==> src/rtl/ovl_pkg.sv <==
// Shared types for the boot-overlay address decoder.
// Assumes: one decoded target per bus cycle.
package ovl_pkg;
    typedef enum logic [2:0] {
        RG_NONE  = 3'd0,
        RG_RAM   = 3'd1,
        RG_ROM   = 3'd2,
        RG_PA    = 3'd3,
        RG_PB    = 3'd4,
        RG_IOGAP = 3'd5
    } region_e;
endpackage

==> src/rtl/ovl_flag_reg.sv <==
// Boot overlay flag. It is set by reset and reloaded from one bit of an external port value.
// Assumes: port_load is a single-cycle qualifier, synchronous to clk.
module ovl_flag_reg #(
    parameter int PORT_W  = 8,
    parameter int OVL_BIT = 4
) (
    input  logic              clk,
    input  logic              rst_n,
    input  logic [PORT_W-1:0] port_val,
    input  logic              port_load,
    output logic              overlay_on
);
    logic unused_port;
    assign unused_port = ^port_val;

    // Hold the overlay flag; reset selects the overlay map.
    always_ff @(posedge clk) begin
        if (!rst_n)         overlay_on <= 1'b1;
        else if (port_load) overlay_on <= port_val[OVL_BIT];
    end
endmodule

==> src/rtl/ovl_region_decode.sv <==
// Combinational region decode: it picks the target of the current bus cycle and flags peripheral-bus cycles.
// Assumes: the address is stable while strobe is high.
module ovl_region_decode
    import ovl_pkg::*;
#(
    parameter int              ADDR_W   = 23,
    parameter logic [ADDR_W-1:0] IO_BASE  = 23'h400000,
    parameter logic [ADDR_W-1:0] VPA_BASE = 23'h700000,
    parameter logic [ADDR_W-1:0] HI_RAM   = 23'h300000,
    parameter logic [ADDR_W-1:0] LO_TOP   = 23'h200000,
    parameter logic [ADDR_W-1:0] SEL_MASK = 23'h78F000,
    parameter logic [ADDR_W-1:0] SEL_A    = 23'h70F000,
    parameter logic [ADDR_W-1:0] SEL_B    = 23'h68F000
) (
    input  logic [ADDR_W-1:0] addr_w,
    input  logic              strobe,
    input  logic              uds,
    input  logic              lds,
    input  logic              rd,
    input  logic              iack,
    input  logic              overlay_on,
    output region_e           region,
    output logic              periph_bus
);
    logic data_act;
    logic ram_hit;

    // Choose the target region and the peripheral-bus indication.
    always_comb begin
        data_act   = strobe && (uds || lds);
        periph_bus = strobe && (iack || (addr_w >= VPA_BASE));
        ram_hit    = overlay_on ? (addr_w >= HI_RAM) : (addr_w < LO_TOP);
        region     = RG_NONE;
        if (data_act && !iack) begin
            if (addr_w >= IO_BASE) begin
                if ((addr_w & SEL_MASK) == SEL_A)      region = RG_PA;
                else if ((addr_w & SEL_MASK) == SEL_B) region = RG_PB;
                else                                   region = RG_IOGAP;
            end else if (ram_hit) begin
                region = RG_RAM;
            end else if (rd && (addr_w < HI_RAM)) begin
                region = RG_ROM;
            end
        end
    end
endmodule

==> src/rtl/ovl_write_stage.sv <==
// Registered write stage: it merges byte lanes into RAM words and delays every write enable by one cycle.
// Assumes: ram_old is the stored word at the accessed index in the cycle of the access.
module ovl_write_stage
    import ovl_pkg::*;
#(
    parameter int DATA_W  = 16,
    parameter int RAM_AW  = 16,
    parameter int IDX_W   = 4,
    parameter int IDX_LSB = 8,
    parameter int ADDR_W  = 23
) (
    input  logic              clk,
    input  logic              rst_n,
    input  region_e           region,
    input  logic              rd,
    input  logic              uds,
    input  logic              lds,
    input  logic [ADDR_W-1:0] addr_w,
    input  logic [DATA_W-1:0] wdata,
    input  logic [DATA_W-1:0] ram_old,
    output logic              ram_we,
    output logic [RAM_AW-1:0] ram_widx,
    output logic [DATA_W-1:0] ram_wdata,
    output logic              pa_we,
    output logic              pb_we,
    output logic [IDX_W-1:0]  per_widx,
    output logic [DATA_W/2-1:0] per_wdata
);
    localparam int LANE_W = DATA_W / 2;

    logic [DATA_W-1:0] merged;

    // Take each strobed lane from the processor and keep the other lane from the stored word.
    always_comb begin
        merged[DATA_W-1:LANE_W] = uds ? wdata[DATA_W-1:LANE_W] : ram_old[DATA_W-1:LANE_W];
        merged[LANE_W-1:0]      = lds ? wdata[LANE_W-1:0]      : ram_old[LANE_W-1:0];
    end

    // Register the write enables and their payload for the cycle after the access.
    always_ff @(posedge clk) begin
        if (!rst_n) begin
            ram_we    <= 1'b0;
            pa_we     <= 1'b0;
            pb_we     <= 1'b0;
            ram_widx  <= '0;
            ram_wdata <= '0;
            per_widx  <= '0;
            per_wdata <= '0;
        end else begin
            ram_we <= (region == RG_RAM) && !rd;
            pa_we  <= (region == RG_PA)  && !rd;
            pb_we  <= (region == RG_PB)  && !rd;
            if (!rd) begin
                ram_widx  <= addr_w[RAM_AW-1:0];
                ram_wdata <= merged;
                per_widx  <= addr_w[IDX_LSB +: IDX_W];
                per_wdata <= wdata[LANE_W-1:0];
            end
        end
    end
endmodule

==> src/rtl/ovl_bus_decoder.sv <==
// Top of the boot-overlay address decoder: region decode, overlay flag, read steering and registered writes.
// Assumes: memories and register files return read data in the cycle their select is high.
module ovl_bus_decoder
    import ovl_pkg::*;
#(
    parameter int ADDR_W  = 23,
    parameter int DATA_W  = 16,
    parameter int RAM_AW  = 16,
    parameter int ROM_AW  = 15,
    parameter int IDX_W   = 4,
    parameter int IDX_LSB = 8,
    parameter int PORT_W  = 8,
    parameter int OVL_BIT = 4
) (
    input  logic              clk,
    input  logic              rst_n,
    input  logic [ADDR_W-1:0] addr_w,
    input  logic              strobe,
    input  logic              rd,
    input  logic              uds,
    input  logic              lds,
    input  logic              iack,
    input  logic [DATA_W-1:0] wdata,
    output logic [DATA_W-1:0] rdata,
    output logic              periph_bus,
    input  logic [PORT_W-1:0] port_val,
    input  logic              port_load,
    output logic              overlay_on,
    output logic              ram_cs,
    output logic [RAM_AW-1:0] ram_idx,
    input  logic [DATA_W-1:0] ram_rdata,
    output logic              ram_we,
    output logic [RAM_AW-1:0] ram_widx,
    output logic [DATA_W-1:0] ram_wdata,
    output logic              rom_cs,
    output logic [ROM_AW-1:0] rom_idx,
    input  logic [DATA_W-1:0] rom_rdata,
    output logic              pa_cs,
    output logic              pb_cs,
    output logic [IDX_W-1:0]  per_idx,
    input  logic [DATA_W/2-1:0] per_rdata_a,
    input  logic [DATA_W/2-1:0] per_rdata_b,
    output logic              pa_we,
    output logic              pb_we,
    output logic [IDX_W-1:0]  per_widx,
    output logic [DATA_W/2-1:0] per_wdata
);
    localparam int LANE_W = DATA_W / 2;

    region_e           region;
    logic [LANE_W-1:0] fill_hi;

    ovl_flag_reg #(.PORT_W(PORT_W), .OVL_BIT(OVL_BIT)) u_flag (
        .clk        (clk),
        .rst_n      (rst_n),
        .port_val   (port_val),
        .port_load  (port_load),
        .overlay_on (overlay_on)
    );

    ovl_region_decode #(.ADDR_W(ADDR_W)) u_dec (
        .addr_w     (addr_w),
        .strobe     (strobe),
        .uds        (uds),
        .lds        (lds),
        .rd         (rd),
        .iack       (iack),
        .overlay_on (overlay_on),
        .region     (region),
        .periph_bus (periph_bus)
    );

    ovl_write_stage #(
        .DATA_W(DATA_W), .RAM_AW(RAM_AW), .IDX_W(IDX_W),
        .IDX_LSB(IDX_LSB), .ADDR_W(ADDR_W)
    ) u_wr (
        .clk       (clk),
        .rst_n     (rst_n),
        .region    (region),
        .rd        (rd),
        .uds       (uds),
        .lds       (lds),
        .addr_w    (addr_w),
        .wdata     (wdata),
        .ram_old   (ram_rdata),
        .ram_we    (ram_we),
        .ram_widx  (ram_widx),
        .ram_wdata (ram_wdata),
        .pa_we     (pa_we),
        .pb_we     (pb_we),
        .per_widx  (per_widx),
        .per_wdata (per_wdata)
    );

    // Drive the target selects and the indexes (the indexes wrap at each memory size).
    always_comb begin
        ram_cs  = (region == RG_RAM);
        rom_cs  = (region == RG_ROM);
        pa_cs   = (region == RG_PA);
        pb_cs   = (region == RG_PB);
        ram_idx = addr_w[RAM_AW-1:0];
        rom_idx = addr_w[ROM_AW-1:0];
        per_idx = addr_w[IDX_LSB +: IDX_W];
    end

    // Steer read data: full words from memory; from I/O, a byte on the low lane with the high lane filled.
    always_comb begin
        fill_hi = (uds && lds) ? {LANE_W{1'b1}} : {LANE_W{1'b0}};
        rdata   = '0;
        if (rd) begin
            case (region)
                RG_RAM:   rdata = ram_rdata;
                RG_ROM:   rdata = rom_rdata;
                RG_PA:    rdata = {fill_hi, per_rdata_a};
                RG_PB:    rdata = {fill_hi, per_rdata_b};
                RG_IOGAP: rdata = {fill_hi, {LANE_W{1'b0}}};
                default:  rdata = '0;
            endcase
        end
    end
endmodule

==> config.mk <==
export PLATFORM = sky130hd
export DESIGN_NAME = ovl_bus_decoder
export DESIGN_NICKNAME = d
export VERILOG_FILES = /design/src/rtl/ovl_pkg.sv /design/src/rtl/ovl_flag_reg.sv /design/src/rtl/ovl_region_decode.sv /design/src/rtl/ovl_write_stage.sv /design/src/rtl/ovl_bus_decoder.sv
export SDC_FILE = /design/constraint.sdc
export NUM_CORES = 1
export LEC_CHECK = 0
export ABC_AREA = 1
export ABC_CLOCK_PERIOD_IN_PS = 1600
export BUFFER_PORTS_ARGS = -buffer_cell sky130_fd_sc_hd__buf_2
export CAP_MARGIN = 0
export CELL_PAD_IN_SITES_DETAIL_PLACEMENT = 0
export CELL_PAD_IN_SITES_GLOBAL_PLACEMENT = 2
export CORE_MARGIN = 2
export CORE_UTILIZATION = 18
export CTS_CLUSTER_SIZE = 20
export DETAILED_ROUTE_END_ITERATION = 8
export PLACE_DENSITY = 0.9
export SYNTH_ARGS = -nofsm -noshare
export SYNTH_HDL_FRONTEND = slang
export SYNTH_SLANG_ARGS = --single-unit
==> constraint.sdc <==
create_clock -name clk -period 1.6 [get_ports clk]
set_input_delay 0.08 -clock clk [delete_from_list [all_inputs] [get_ports clk]]
set_output_delay 0.08 -clock clk [all_outputs]
set_load 0.01 [all_outputs]
* Word level (Yosys, flattened, before mapping)
Cells that the tools add are included.
** Operators by class
- Magnitude comparators :: 5
- Equality and inequality tests :: 7
- Multiplexer cells :: 12
- Reductions and logical operators :: 12
** Operators with widths (count)
- $pmux W16 S5 :: 1
- $ge A23 B23 Y1 const B :: 2
- $lt A23 B22 Y1 const B :: 2
- $mux W8 :: 3
- $ge A23 B22 Y1 const B :: 1
- $eq A8 B8 Y1 const B :: 2
- $mux W16 :: 1
- $mux W3 :: 4
- $logic_and A1 B1 Y1 :: 8
- $eq A3 B2 Y1 const B :: 2
- $eq A3 B3 Y1 const B :: 2
- $eq A3 B1 Y1 const B :: 1
- $logic_not A1 Y1 :: 2
- $logic_or A1 B1 Y1 :: 2
- $mux W1 :: 2
- $mux W2 :: 1
** Storage, ports and cells
- Register bits after elaboration :: 48
- Input port bits :: 103
- Output and inout port bits :: 104
- Logic and storage cells :: 44

* Depth between registers and ports, before layout
- Depth after elaboration :: 9
- Depth in mapped cells :: 13
- Mapped depth without buffers :: 11

* Modules after synthesis
From an unflattened synthesis, not the netlist that was laid out.
** Unflattened totals
- Cell total of the unflattened synthesis :: 464
- Area, all modules :: 2941.6 sq um
** By module, submodules not included
- ovl_write_stage :: times used 1, cells each 257, area an instance 1816.7 sq um, sequential area each 860.8 sq um
- ovl_bus_decoder :: times used 1, cells each 165, area an instance 918.4 sq um, sequential area each 0.0 sq um
- ovl_region_decode :: times used 1, cells each 37, area an instance 162.7 sq um, sequential area each 0.0 sq um
- ovl_flag_reg :: times used 1, cells each 5, area an instance 43.8 sq um, sequential area each 20.0 sq um

* Worst setup path before layout
No wires, ideal clock.
- Path type :: register to output
- Start :: reg u_flag.overlay_on
- End :: out rdata[10]
- Arrival time :: 1.383 ns
- Required time :: 1.520 ns
- Setup slack :: 0.137 ns
- Stages on the path, launching flop included :: 10
- Buffers on the path :: 1
- Cell sequence :: dfxtp_1 inv_1 o21ai_1 nand2_2 nor3_4 buf_6 nand2_1 nand2_1 nor2_1 nor2_1
** Between the ends
- Cells in the longest elaborated chain, start to end :: 7
** RTL lines
- start: declaration :: RTL line ovl_flag_reg.sv:11 : output logic overlay_on
- start signal: assignment :: RTL line ovl_flag_reg.sv:19 : else if (port_load) overlay_on <= port_val[OVL_BIT];
- $mux W1 :: RTL line ovl_region_decode.sv:32 : ram_hit = overlay_on ? (addr_w >= HI_RAM) : (addr_w < LO_TOP);
- $mux W3 :: RTL line ovl_region_decode.sv:39 : end else if (ram_hit) begin
- $mux W3 :: RTL line ovl_region_decode.sv:35 : if (addr_w >= IO_BASE) begin
- $mux W3 :: RTL line ovl_region_decode.sv:34 : if (data_act && !iack) begin
- $eq A3 B1 Y1
- net ram_cs :: RTL line ovl_bus_decoder.sv:29 : output logic ram_cs,
- $pmux W16 S5 :: RTL line ovl_bus_decoder.sv:111 : case (region)
- $mux W16 :: RTL line ovl_bus_decoder.sv:110 : if (rd) begin
- end: declaration :: RTL line ovl_bus_decoder.sv:24 : output logic [DATA_W-1:0] rdata,
The timed path passes the listed nets, and every way through them passes these cells.

* Final worst setup path
- Start :: reg u_flag.overlay_on
- End :: out rdata[12]
** Between the ends
- Cells in the longest elaborated chain, start to end :: 7
** RTL lines (RTL line)
- $mux W1 (*) :: ovl_region_decode.sv:32
- $mux W3 (*) :: ovl_region_decode.sv:39
- $mux W3 (*) :: ovl_region_decode.sv:35
- $mux W3 (*) :: ovl_region_decode.sv:34
- $eq A3 B3 Y1 (tied with other cells) :: ovl_bus_decoder.sv:111
- $pmux W16 S5 (*) :: ovl_bus_decoder.sv:111
- $mux W16 (*) :: ovl_bus_decoder.sv:110
Mark *: on every way between the ends. The rest lies on a longest branch, timed or not.

==> reports/summary.txt <==
=================================================================================================================
Commonest non-fill, non-tap cell in the layout .....................................................        buf_2
Main combinational cell family by area after synthesis ............................................. simple AND/OR/NAND/NOR gates
Setup-failing EPs final ............................................................................           18
Number of global-route vias before repair ..........................................................         2989
Final worst path period share ......................................................................         115%
Met3 layer wire length in the routed design ........................................................  576 microns
Total power of the final layout ....................................................................      3110 uW
Capture point of the critical path .................................................................    rdata[12]
Uppermost layer routed .............................................................................         met4
Source-to-sink clock delay at the later pin of the worst-skew pair .................................       290 ps
Sequential element share of the synthesized area ...................................................        33.3%
Gp weighted congestion .............................................................................        0.786
Worst hold path class ..............................................................................       in2reg
Layout overhead on the synthesized area ............................................................        46.8%
Cell row count .....................................................................................           44
Final global-route overflow total ..................................................................            0
Maximum Capacitance Violations .....................................................................            0
Number of logic stages on the critical path including buffering ....................................           11
Mean cell area of the mapped netlist ...............................................................   6.51 sq um
Total number of clock tree sinks ...................................................................           44
Ordered list of cells on the worst path ............................................................ inv_2 > o21ai_2 > nand2_2 > buf_4 > nor3_4 > buf_4 > nand2_1 > nand2_1 > nor2_1 > nor2_1 > buf_2
Count of synthesis-stage warnings from yosys .......................................................            0
Cell variety after synth ...........................................................................           25
HPWL reported at the end of detailed placement .....................................................      7.86 mm
Net count after synthesis ..........................................................................          510
Leakage dissipation ................................................................................   0.00216 uW
Hold Vio Cnt, Final ................................................................................            0
Max Fclk ...........................................................................................      543 MHz
Simple logic cell fraction of the synthesized area .................................................        35.5%
Final instance area ................................................................................   3890 sq um
Arr. time, crit path ...............................................................................      1760 ps
Status ............................................................................................. finished, violations left
Max stage delay cell, worst path ...................................................................      dfxtp_2
PortBufs ...........................................................................................          196
Launch instance of the worst register-to-register path ............................................. u_flag.overlay_on$_SDFFE_PN1P_
Peak VDD IR ........................................................................................       366 uV
Met2 Routed Length .................................................................................      4.80 mm
WL per Instance .................................................................................... 13.2 microns
Mean number of vias per cell .......................................................................         4.03
Commonest cells after routing, fill and taps aside ................................................. buf_2 (195), nand2_1 (81), nor2_1 (71)
Headroom to the max-slew limit .....................................................................        64.7%
Worst Setup Path Type ..............................................................................      reg2out
Reg-to-reg slack, setup ............................................................................       370 ps
Family of cells with the greatest summed delay on the critical path ................................ buffers and inverters
Routed Antenna Nets ................................................................................            0
Total Nets Final ...................................................................................          680
Buffers plus inverters on the worst setup path .....................................................            4
Count of pins on the block boundary ................................................................          207
DRC Markers ........................................................................................            0
Total standard cell area after synthesis ...........................................................   2650 sq um
Cell at the root of the clock tree .................................................................    clkbuf_16
RSZ-0062 raised after global routing ...............................................................         true
Xor and xnor area share after synthesis ............................................................           0%
Max stage delay on crit path .......................................................................       360 ps
Post-layout minimum cycle time .....................................................................      1840 ps
Arithmetic-cell share of the synthesized area counting full adders, half adders and majority gates .           0%
Sort of element at the end of the critical path ....................................................  output port
Routed length on met1 ..............................................................................      4.52 mm
Total of flip-flops plus latches after synthesis ...................................................           44
Logic depth of the worst register-to-register path .................................................            7
Clk buf depth ......................................................................................            2
Global-route wire length before repair .............................................................      15.8 mm
Die boundary height ................................................................................  125 microns
Die W ..............................................................................................  125 microns
Slew of the pin with the lowest slew margin ........................................................       529 ps
Drt first pass iters ...............................................................................            4
Violated checks .................................................................................... setup timing
Launch point of the critical path .................................................................. u_flag.overlay_on$_SDFFE_PN1P_
Floorplan core area ................................................................................  14500 sq um
End of the worst register-to-register path ......................................................... u_wr.ram_we$_SDFF_PN0_
Number of buffers inserted during clock tree synthesis .............................................            5
Cell count after synthesis .........................................................................          407
Final antenna diode count ..........................................................................            0
Critical Path Source Type ..........................................................................     register
Synthesized-area fraction occupied by ao, oa, aoi and oai cells ....................................        11.5%
Power density over cell area .......................................................................  800 nW/um^2
Pre-CTS worst setup slack ..........................................................................     -24.2 ps
Initial core utilization ...........................................................................        18.3%
Number of antenna violations at the first check in global routing ..................................            0
Mux share of post-synthesis cell area ..............................................................           0%
Required time of the critical path .................................................................      1520 ps
Drt total wl .......................................................................................      10.1 mm
Total negative setup slack .........................................................................     -3500 ps
Die area ...........................................................................................  15700 sq um
Starting DRC count in detailed routing .............................................................           78
Total number of vias ...............................................................................         3073
All-Layer GR Usage .................................................................................        12.7%
Critical Path Fanout Max ...........................................................................           10
Layout Skew ........................................................................................      4.05 ps
Max Transition Viols Final .........................................................................            0
Level count of the clock H-tree ....................................................................            2
Placed Area ........................................................................................   3620 sq um
Share of cells above drive strength 1 ..............................................................        43.4%
CTS tree ...........................................................................................         done
Maximum number of pins on one net before global-route repair .......................................           49
Final WS setup .....................................................................................      -241 ps
Clock transition at path regs ......................................................................        70 ps
=================================================================================================================
[layout make-up]
cell class                      instances  area (sq um)
Fill cell                            1666         10600
Tap cell                              184           230
Multi-Input combinational cell        271          1270
Sequential cell                        44           882
Clock buffer                            7           153
Inverter                               35           134
Timing Repair Buffer                  220          1190
Clock inverter                          1          30.0
[cells by family (layout without fill, tap and decap cells)]
logic type             count (synthesis)  count (layout)
AO/OA/AOI/OAI                         53              53
flip-flops                            44              44
buffers and inverters                 93             263
AND/OR/NAND/NOR                      217             218
[registers in the layout, summed over array words and instances (netlist names)]
register	cells
u_wr.per_wdata	8
u_wr.ram_wdata	16
u_flag.overlay_on	1
u_wr.pa_we	1
u_wr.ram_widx	13
u_wr.ram_we	1
u_wr.per_widx	3
u_wr.pb_we	1
[worst register-to-register path, delay by kind of cell (launching register included)]
kind / cells / cell delay, ps
flops: 1 / 360
buf+inv: 2 / 230
compound gates: 1 / 60
simple gates: 4 / 500
[through the flow]
stage	hold slack [ps]	util, %	cells
2_1_floorplan	206	-	407
3_3_place_gp	301	25.0	747
3_5_place_dp	310	25.0	747
4_1_cts	0.533	26.8	762
5_1_grt	22.0	26.8	762
6_report	8.13	26.8	762
[what timing repair did]
action / in CTS / in global routing
gates cloned: 1 / 0
buffers inserted: 6 / 0
resized for setup: 11 / 1
setup endpoints to repair: 19 / 20
hold endpoints to repair: 0 / 0
pin swaps: 6 / 0
hold buffers: 0 / 0
[per-layer routing]
layer | track usage, % | vias to the layer above
met5 | 0 | -
met3 | 2.23 | 11
li1 | - | 1598
met2 | 21.8 | 126
met1 | 16.1 | 1338
met4 | 4.18 | 0
[cells in the mapped netlist]
master     n  share of area, %
nand3_1   50               9.4
nor3_4     1              0.61
nand3_2    1              0.38
buf_4     41                12
inv_2      4              0.57
nor2_4     3               1.3
o21ai_0   40               7.6
o211ai_1   1              0.28
a21oi_4    1              0.61
buf_2      1              0.19
inv_4      1              0.24
nor3_1     2              0.38
buf_6      2              0.85
a21oi_2    1              0.33
o21a_1     1              0.28
nand2_2    4              0.94
nand2_1   82                12
dfxtp_1   44                33
inv_1     30               4.3
nand2_4    1              0.43
nor2_1    72                10
clkbuf_1  14               2.0
o21ai_1    1              0.19
nor4_1     1              0.24
o31ai_1    8               2.3
[how the worst min path moves through the flow]
stage | depth (start not counted) | slack [ps] | endpoint | startpoint
4_1_cts | 3 | 0.5 | u_flag.overlay_on$_SDFFE_PN1P_ | port_val[4]
6_report | 3 | 8 | u_flag.overlay_on$_SDFFE_PN1P_ | port_val[4]
3_3_place_gp | 3 | 300 | u_flag.overlay_on$_SDFFE_PN1P_ | port_val[4]
3_5_place_dp | 3 | 310 | u_flag.overlay_on$_SDFFE_PN1P_ | port_val[4]
2_1_floorplan | 2 | 210 | u_flag.overlay_on$_SDFFE_PN1P_ | port_val[4]
5_1_grt | 3 | 20 | u_flag.overlay_on$_SDFFE_PN1P_ | port_val[4]
[power breakdown]
group          leakage (uW)  internal (uW)  total (uW)  switching, uW
clock             0.0000901            822        1250            431
combinational       0.00170            277         655            378
sequential         0.000364           1170        1200           33.1
total               0.00216           2270        3110            842
No activity file was read; power rests on OpenSTA's default activity.
